<file path="config.mk">
export PLATFORM = sky130hd
export DESIGN_NAME = lsx_ls_unit
export DESIGN_NICKNAME = d
export VERILOG_FILES = /design/src/rtl/lsx_pkg.sv /design/src/rtl/lsx_decode.sv /design/src/rtl/lsx_addr_gen.sv /design/src/rtl/lsx_extend.sv /design/src/rtl/lsx_ctrl.sv /design/src/rtl/lsx_ls_unit.sv
export SDC_FILE = /design/constraint.sdc
export NUM_CORES = 1
export LEC_CHECK = 0
export BUFFER_PORTS_ARGS = -buffer_cell sky130_fd_sc_hd__buf_2
export CAP_MARGIN = 20
export CORE_UTILIZATION = 28
export DETAILED_ROUTE_END_ITERATION = 10
export PLACE_DENSITY_LB_ADDON = 0.1
export SYNTH_ARGS = -nofsm -noshare
export SYNTH_HDL_FRONTEND = slang
export SYNTH_SLANG_ARGS = --single-unit
export TNS_END_PERCENT = 10
</file>
<file path="constraint.sdc">
create_clock -name clk -period 6.3 [get_ports clk]
set_input_delay 1.89 -clock clk [delete_from_list [all_inputs] [get_ports clk]]
set_output_delay 1.89 -clock clk [all_outputs]
set_load 0.005 [all_outputs]
</file>
<file path="src/rtl/lsx_pkg.sv">
// Shared types for the narrow load/store address unit.
// Assumes the instruction field positions listed in the brief.
package lsx_pkg;

    typedef enum logic [1:0] {
        XF_UHALF = 2'd0,
        XF_SBYTE = 2'd1,
        XF_SHALF = 2'd2
    } xfer_e;

    typedef struct packed {
        logic       pre;
        logic       up;
        logic       imm;
        logic       wbit;
        logic       load;
        logic [3:0] base_idx;
        logic [3:0] dst_idx;
        logic [7:0] imm_ofs;
        xfer_e      kind;
    } dec_t;

endpackage

</file>
<file path="src/rtl/lsx_decode.sv">
// Field decoder: splits the instruction word into control bits, register
// indices, the two-nibble constant offset and the transfer kind.
// Assumes a purely combinational use; unknown codes fall back to unsigned half.
module lsx_decode
    import lsx_pkg::*;
(
    input  logic [31:0] instr,
    output dec_t        dec
);
    logic unused_bits;

    // gather the bits the unit never reads
    assign unused_bits = ^instr[31:25];

    // split fields and classify the transfer code
    always_comb begin
        dec.pre      = instr[24];
        dec.up       = instr[23];
        dec.imm      = instr[22];
        dec.wbit     = instr[21];
        dec.load     = instr[20];
        dec.base_idx = instr[19:16];
        dec.dst_idx  = instr[15:12];
        dec.imm_ofs  = {instr[11:8], instr[3:0]};
        case (instr[7:4])
            4'b1101: dec.kind = XF_SBYTE;
            4'b1111: dec.kind = XF_SHALF;
            default: dec.kind = XF_UHALF;
        endcase
    end
endmodule

</file>
<file path="src/rtl/lsx_addr_gen.sv">
// Address generator: picks the offset source, adds or subtracts it, and
// chooses pre- or post-indexed addressing. Purely combinational.
module lsx_addr_gen #(
    parameter int XLEN  = 32,
    parameter int IMM_W = 8
) (
    input  logic [XLEN-1:0]  base,
    input  logic [XLEN-1:0]  reg_ofs,
    input  logic [IMM_W-1:0] imm_ofs,
    input  logic             use_imm,
    input  logic             up,
    input  logic             pre,
    output logic [XLEN-1:0]  addr,
    output logic [XLEN-1:0]  sum
);
    localparam int PAD_W = XLEN - IMM_W;

    logic [XLEN-1:0] ofs;

    // select the offset source
    always_comb ofs = use_imm ? {{PAD_W{1'b0}}, imm_ofs} : reg_ofs;

    // apply the direction and the indexing mode
    always_comb begin
        sum  = up ? (base + ofs) : (base - ofs);
        addr = pre ? sum : base;
    end
endmodule

</file>
<file path="src/rtl/lsx_extend.sv">
// Load result extender: widens right-aligned memory data by transfer kind.
module lsx_extend
    import lsx_pkg::*;
#(
    parameter int XLEN = 32
) (
    input  xfer_e            kind,
    input  logic [15:0]      raw,
    output logic [XLEN-1:0]  ext
);
    localparam int HI_B = XLEN - 8;
    localparam int HI_H = XLEN - 16;

    // sign- or zero-extend the loaded value
    always_comb begin
        case (kind)
            XF_SBYTE: ext = {{HI_B{raw[7]}}, raw[7:0]};
            XF_SHALF: ext = {{HI_H{raw[15]}}, raw};
            default:  ext = {{HI_H{1'b0}}, raw};
        endcase
    end
endmodule

</file>
<file path="src/rtl/lsx_ctrl.sv">
// Request controller: captures one operation when idle, holds the memory
// request until a response, then gates the two register writes and abort.
// Assumes the memory side holds mem_rsp_valid for one cycle per request.
module lsx_ctrl
    import lsx_pkg::*;
#(
    parameter int XLEN  = 32,
    parameter int IDX_W = 4
) (
    input  logic             clk,
    input  logic             rst_n,
    input  logic             req_valid,
    input  dec_t             dec,
    input  logic [XLEN-1:0]  addr_in,
    input  logic [XLEN-1:0]  sum_in,
    input  logic [15:0]      wdata_in,
    input  logic             mem_rsp_valid,
    input  logic             mem_fault,
    input  logic [XLEN-1:0]  ext_data,
    output xfer_e            kind_q,
    output logic             mem_req_valid,
    output logic [XLEN-1:0]  mem_addr,
    output logic             mem_we,
    output logic             mem_size,
    output logic [15:0]      mem_wdata,
    output logic             rd_we,
    output logic [IDX_W-1:0] rd_idx,
    output logic [XLEN-1:0]  rd_data,
    output logic             wb_we,
    output logic [IDX_W-1:0] wb_idx,
    output logic [XLEN-1:0]  wb_data,
    output logic             abort
);
    logic             busy_q;
    logic             accept;
    logic             finish;
    logic             good;
    logic [XLEN-1:0]  addr_q;
    logic [XLEN-1:0]  sum_q;
    logic             wb_en_q;
    logic             load_q;
    logic [IDX_W-1:0] dst_q;
    logic [IDX_W-1:0] base_q;
    logic [15:0]      wdata_q;

    // handshake terms for this cycle
    always_comb begin
        accept = req_valid & ~busy_q;
        finish = busy_q & mem_rsp_valid;
        good   = finish & ~mem_fault;
    end

    // busy flag: set on accept, cleared on response
    always_ff @(posedge clk) begin
        if (!rst_n)      busy_q <= 1'b0;
        else if (accept) busy_q <= 1'b1;
        else if (finish) busy_q <= 1'b0;
    end

    // operation capture register, loaded only on accept
    always_ff @(posedge clk) begin
        if (!rst_n) begin
            addr_q  <= '0;
            sum_q   <= '0;
            wb_en_q <= 1'b0;
            load_q  <= 1'b0;
            kind_q  <= XF_UHALF;
            dst_q   <= '0;
            base_q  <= '0;
            wdata_q <= '0;
        end else if (accept) begin
            addr_q  <= addr_in;
            sum_q   <= sum_in;
            wb_en_q <= ~dec.pre | dec.wbit;
            load_q  <= dec.load;
            kind_q  <= dec.kind;
            dst_q   <= dec.dst_idx;
            base_q  <= dec.base_idx;
            wdata_q <= wdata_in;
        end
    end

    // memory request side
    always_comb begin
        mem_req_valid = busy_q;
        mem_addr      = addr_q;
        mem_we        = ~load_q;
        mem_size      = (kind_q != XF_SBYTE);
        mem_wdata     = wdata_q;
    end

    // register write ports and abort, valid in the response cycle
    always_comb begin
        rd_we   = good & load_q;
        rd_idx  = dst_q;
        rd_data = ext_data;
        wb_we   = good & wb_en_q;
        wb_idx  = base_q;
        wb_data = sum_q;
        abort   = finish & mem_fault;
    end
endmodule

</file>
<file path="src/rtl/lsx_ls_unit.sv">
// Top of the narrow load/store address unit: decode, address generation,
// request control and load extension. One operation in flight at a time.
module lsx_ls_unit
    import lsx_pkg::*;
#(
    parameter int XLEN  = 32,
    parameter int IDX_W = 4
) (
    input  logic             clk,
    input  logic             rst_n,
    input  logic             req_valid,
    input  logic [31:0]      instr,
    input  logic [XLEN-1:0]  base_val,
    input  logic [XLEN-1:0]  ofs_val,
    input  logic [15:0]      store_half,
    output logic             mem_req_valid,
    output logic [XLEN-1:0]  mem_addr,
    output logic             mem_we,
    output logic             mem_size,
    output logic [15:0]      mem_wdata,
    input  logic             mem_rsp_valid,
    input  logic [15:0]      mem_rdata,
    input  logic             mem_fault,
    output logic             rd_we,
    output logic [IDX_W-1:0] rd_idx,
    output logic [XLEN-1:0]  rd_data,
    output logic             wb_we,
    output logic [IDX_W-1:0] wb_idx,
    output logic [XLEN-1:0]  wb_data,
    output logic             abort
);
    dec_t            dec;
    xfer_e           kind_q;
    logic [XLEN-1:0] addr_c;
    logic [XLEN-1:0] sum_c;
    logic [XLEN-1:0] ext_c;

    lsx_decode u_dec (
        .instr (instr),
        .dec   (dec)
    );

    lsx_addr_gen #(.XLEN(XLEN), .IMM_W(8)) u_agen (
        .base    (base_val),
        .reg_ofs (ofs_val),
        .imm_ofs (dec.imm_ofs),
        .use_imm (dec.imm),
        .up      (dec.up),
        .pre     (dec.pre),
        .addr    (addr_c),
        .sum     (sum_c)
    );

    lsx_extend #(.XLEN(XLEN)) u_ext (
        .kind (kind_q),
        .raw  (mem_rdata),
        .ext  (ext_c)
    );

    lsx_ctrl #(.XLEN(XLEN), .IDX_W(IDX_W)) u_ctrl (
        .clk           (clk),
        .rst_n         (rst_n),
        .req_valid     (req_valid),
        .dec           (dec),
        .addr_in       (addr_c),
        .sum_in        (sum_c),
        .wdata_in      (store_half),
        .mem_rsp_valid (mem_rsp_valid),
        .mem_fault     (mem_fault),
        .ext_data      (ext_c),
        .kind_q        (kind_q),
        .mem_req_valid (mem_req_valid),
        .mem_addr      (mem_addr),
        .mem_we        (mem_we),
        .mem_size      (mem_size),
        .mem_wdata     (mem_wdata),
        .rd_we         (rd_we),
        .rd_idx        (rd_idx),
        .rd_data       (rd_data),
        .wb_we         (wb_we),
        .wb_idx        (wb_idx),
        .wb_data       (wb_data),
        .abort         (abort)
    );
endmodule

</file>
==> results.json <==
{
  "synth_compound_gate_area_share": 0.2575,
  "period_share": 0.9244,
  "port_buffers": 237,
  "drt_pass1_iterations": 4,
  "chipWidth_um": 158.4,
  "post_cts.repair.setup_buffers": 0,
  "fin_skew_ns": 0.006270,
  "ctsLongestPathBuffers": 2,
  "layout-area-overhead-vs-synth_pct": 24.10,
  "timing.final.setup_violations": 0,
  "tritoncts": "built",
  "instance_area_after_placement_sq_um": 8175,
  "timing_worst_setup_path_type": "input port to flip-flop",
  "critPathLaunchType": "input port",
  "synth-seq-cells": 93,
  "dp_hpwl_um": 19190,
  "synth_top_family_by_area": "compound AO/OA/AOI/OAI gates",
  "grt_start_max_net_pins": 59,
  "clk_root_buffer_cell": "sky130_fd_sc_hd__clkbuf_16",
  "synthMuxAreaShare": 0.05263,
  "powerDensity_nw_per_um2": 232.6,
  "crit_path_frequent_cell": "sky130_fd_sc_hd__a21oi_1",
  "hold_path_class": "flip-flop to flip-flop",
  "number_of_global_route_vias_before_repair": 6320,
  "dp_cells": 1400,
  "floorplan.initialDensity": 0.2882,
  "sequential_fraction_of_the_synthesis_area": 0.2719,
  "layout.cells.non_filler": 1416,
  "ctsHtreeMaxLevel": 3,
  "grt_first_pass_wirelength_um": 35560,
  "gpl.final_weighted_congestion": 0.8222,
  "grt_overflow_total": 0,
  "cp.arrival_ns": 6.09,
  "post_synth.cell_area_avg_sq_um": 7.549,
  "coreArea_sq_um": 23750,
  "antenna_cells_inserted": 0,
  "design.die.area_sq_um": 25080,
  "wire_per_inst_um": 16.84,
  "num_vias": 6967,
  "placement_rows": 56,
  "clk_latency_ns": 0.35,
  "period_minus_slack_ns": 5.824,
  "setup_tns_final_ns": 0,
  "yosysWarnings": 0,
  "setup_repair_after_global_routing_missed_its_margin": "no",
  "path_max_fanout": 17,
  "yosys.area.top_type_share": 0.2719,
  "critPathSlowestCell": "sky130_fd_sc_hd__or4_1",
  "ff2ff_path_depth": 5,
  "synth-edff-count": 0,
  "finalMaxSlewViolations": 0,
  "synthesis.instances": 907,
  "die_height_um": 158.4,
  "status": "completed",
  "synth_nets": 1082,
  "maxCapViolCount": 0,
  "post_cts_resized": 0,
  "synthArstFlopShare": 0,
  "synthesis.area_sq_um": 6847,
  "grt.total_usage": 0.1859,
  "final_design_area_no_fill_sq_um": 8497,
  "cp_cell_sequence": "buf_2, or4_1, o21ai_1, nand3_1, nor2b_1, nor3b_1, a21oi_1, mux2i_1, nor2_1, ha_1, a2111oi_1, o41ai_1, a21oi_1, o41a_1, xor2_1, a311oi_1",
  "worst-slew-pin-transition_ns": 0.8852,
  "hold_buffer_count_at_cts": 0,
  "critPathBufInv": 1,
  "top_level_ports": 259,
  "synth_area_leaders": "sky130_fd_sc_hd__dfxtp_1 27%, sky130_fd_sc_hd__a21oi_1 8.0%, sky130_fd_sc_hd__nand2_1 7.8%",
  "hold_viol_final": 0,
  "slew_headroom": 0.4098,
  "yosysUniqueCellTypes": 74,
  "worstHoldPathCells": 2,
  "cts.sinks": 93,
  "critical-path-top-delay-family": "compound AO/OA/AOI/OAI gates",
  "post_drt_via_cell_ratio": 4.920,
  "critical-path-max-stage-delay_ns": 0.55,
  "antenna_left": 0,
  "drt_drc_violations_left": 0,
  "nNetsFinal": 1267,
  "synth_flop_cell": "sky130_fd_sc_hd__dfxtp_1",
  "yosys.area_share.xor_xnor": 0.05629,
  "synthSimpleGateAreaFrac": 0.2147,
  "logic_depth_of_the_worst_setup_path_including_buffers": 16,
  "timing.critical_path.required_ns": 6.56,
  "drive_above_1_share": 0.2680,
  "dr.first_iter.drc_count": 386,
  "total_leakage_power_nw": 3.915,
  "path_clk_slew_ns": 0.08,
  "wirelength_um": 23850,
  "setup.worst_path.end_class": "flip-flop",
  "cts_buffers": 9,
  "power.ir.vdd_worst_mv": 0.1212,
  "antenna_found_initial": 0,
  "max_freq_ghz": 0.1717,
  "post-layout-total-power_w": 0.001977,
  "top_cell_type_by_total_area_after_synthesis": "sky130_fd_sc_hd__dfxtp_1",
  "synth-adder-area-share": 0.07785
}
## power by group
part           internal (W)  switching [W]
logic              0.000292       0.000429
clock network      0.000318       0.000264
registers          0.000645      0.0000283
## metal layers
layer	wire length, um	track usage	part of all wire
met1	11930	0.2612	0.50
met2	10270	0.2943	0.43
met3	1382	0.03239	0.058
met4	264	0.03984	0.011
met5	0	0	0
## flip-flops by register name (all words and copies together) (netlist names)
| name | count |
|---|---|
| u_ctrl.kind_q | 2 |
| u_ctrl.load_q | 1 |
| u_ctrl.mem_addr | 32 |
| u_ctrl.mem_req_valid | 1 |
| u_ctrl.mem_wdata | 16 |
| u_ctrl.rd_idx | 4 |
| u_ctrl.wb_data | 32 |
| u_ctrl.wb_en_q | 1 |
| u_ctrl.wb_idx | 4 |
## tightest hold or removal path: cells and delay by family (launching register included)
kind	cells	cell delay [ns]
simple gates	1	0.05
flops	1	0.31
compound gates	1	0.05
## cell usage in the layout (no fill, tap or decap), drive strengths merged, types with 15 or more instances in the layout
cell	count
nand2	142
o21ai	44
xnor2	38
buf	255
nor2	73
a21o	29
a21oi	111
dfxtp	93
nor3	21
inv	19
nand3	15
mux2i	36
ha	41
a211oi	22
## path summary, 6_finish.rpt
| kind | from | end | slack (ns) |
|---|---|---|---|
| max reg2reg | u_ctrl.mem_req_valid | u_ctrl.mem_addr[2] | 4.19 |
| max | instr[22] | u_ctrl.mem_addr[30] | 0.48 |
| min reg2reg | u_ctrl.mem_wdata[3] | u_ctrl.mem_wdata[3] | 0.45 |
| min | u_ctrl.mem_wdata[3] | u_ctrl.mem_wdata[3] | 0.45 |
## synthesized netlist by cell type, types with 7 or more instances
library cell / n
sky130_fd_sc_hd__mux2i_1: 36
sky130_fd_sc_hd__nor3b_1: 7
sky130_fd_sc_hd__a211oi_1: 21
sky130_fd_sc_hd__nand2_1: 142
sky130_fd_sc_hd__buf_1: 9
sky130_fd_sc_hd__nor2_1: 72
sky130_fd_sc_hd__ha_1: 41
sky130_fd_sc_hd__a31oi_1: 11
sky130_fd_sc_hd__clkbuf_1: 42
sky130_fd_sc_hd__dfxtp_1: 93
sky130_fd_sc_hd__a21o_1: 29
sky130_fd_sc_hd__xnor2_1: 38
sky130_fd_sc_hd__nor3_1: 21
sky130_fd_sc_hd__o21ai_0: 37
sky130_fd_sc_hd__a311oi_1: 7
sky130_fd_sc_hd__nor2b_1: 9
sky130_fd_sc_hd__inv_1: 17
sky130_fd_sc_hd__a21oi_1: 110
sky130_fd_sc_hd__nand3_1: 14
sky130_fd_sc_hd__or3_1: 10
sky130_fd_sc_hd__buf_4: 24
sky130_fd_sc_hd__nand4_1: 12
## cell families after synthesis
kind of cell,after synthesis
xor+xnor,44
flops,93
simple gates,321
fa+ha+maj,42
mux,36
compound gates,271
buf+inv,100
## final cells by class
| type | instances | area, sq um |
|---|---|---|
| clock buffer | 9 | 225.2 |
| multi-input combinational | 714 | 4522 |
| inverter | 19 | 71.32 |
| fill | 2603 | 15260 |
| clock inverter | 7 | 96.34 |
| sequential | 93 | 1862 |
| tap | 319 | 399.1 |
| timing repair buffer | 255 | 1321 |
## through the flow
step	worst slack (ns)	util	hold slack, ns
after CTS	0.4298	0.3577	0.4535
after detailed placement	0.08423	0.3442	0.4430
after floorplan	0.2058	-	0.4363
after global placement	0.1021	0.3442	0.4400
final	0.4765	0.3577	0.4528
after global routing	0.02582	0.3577	0.4713
(Power assumes the default switching activity.)
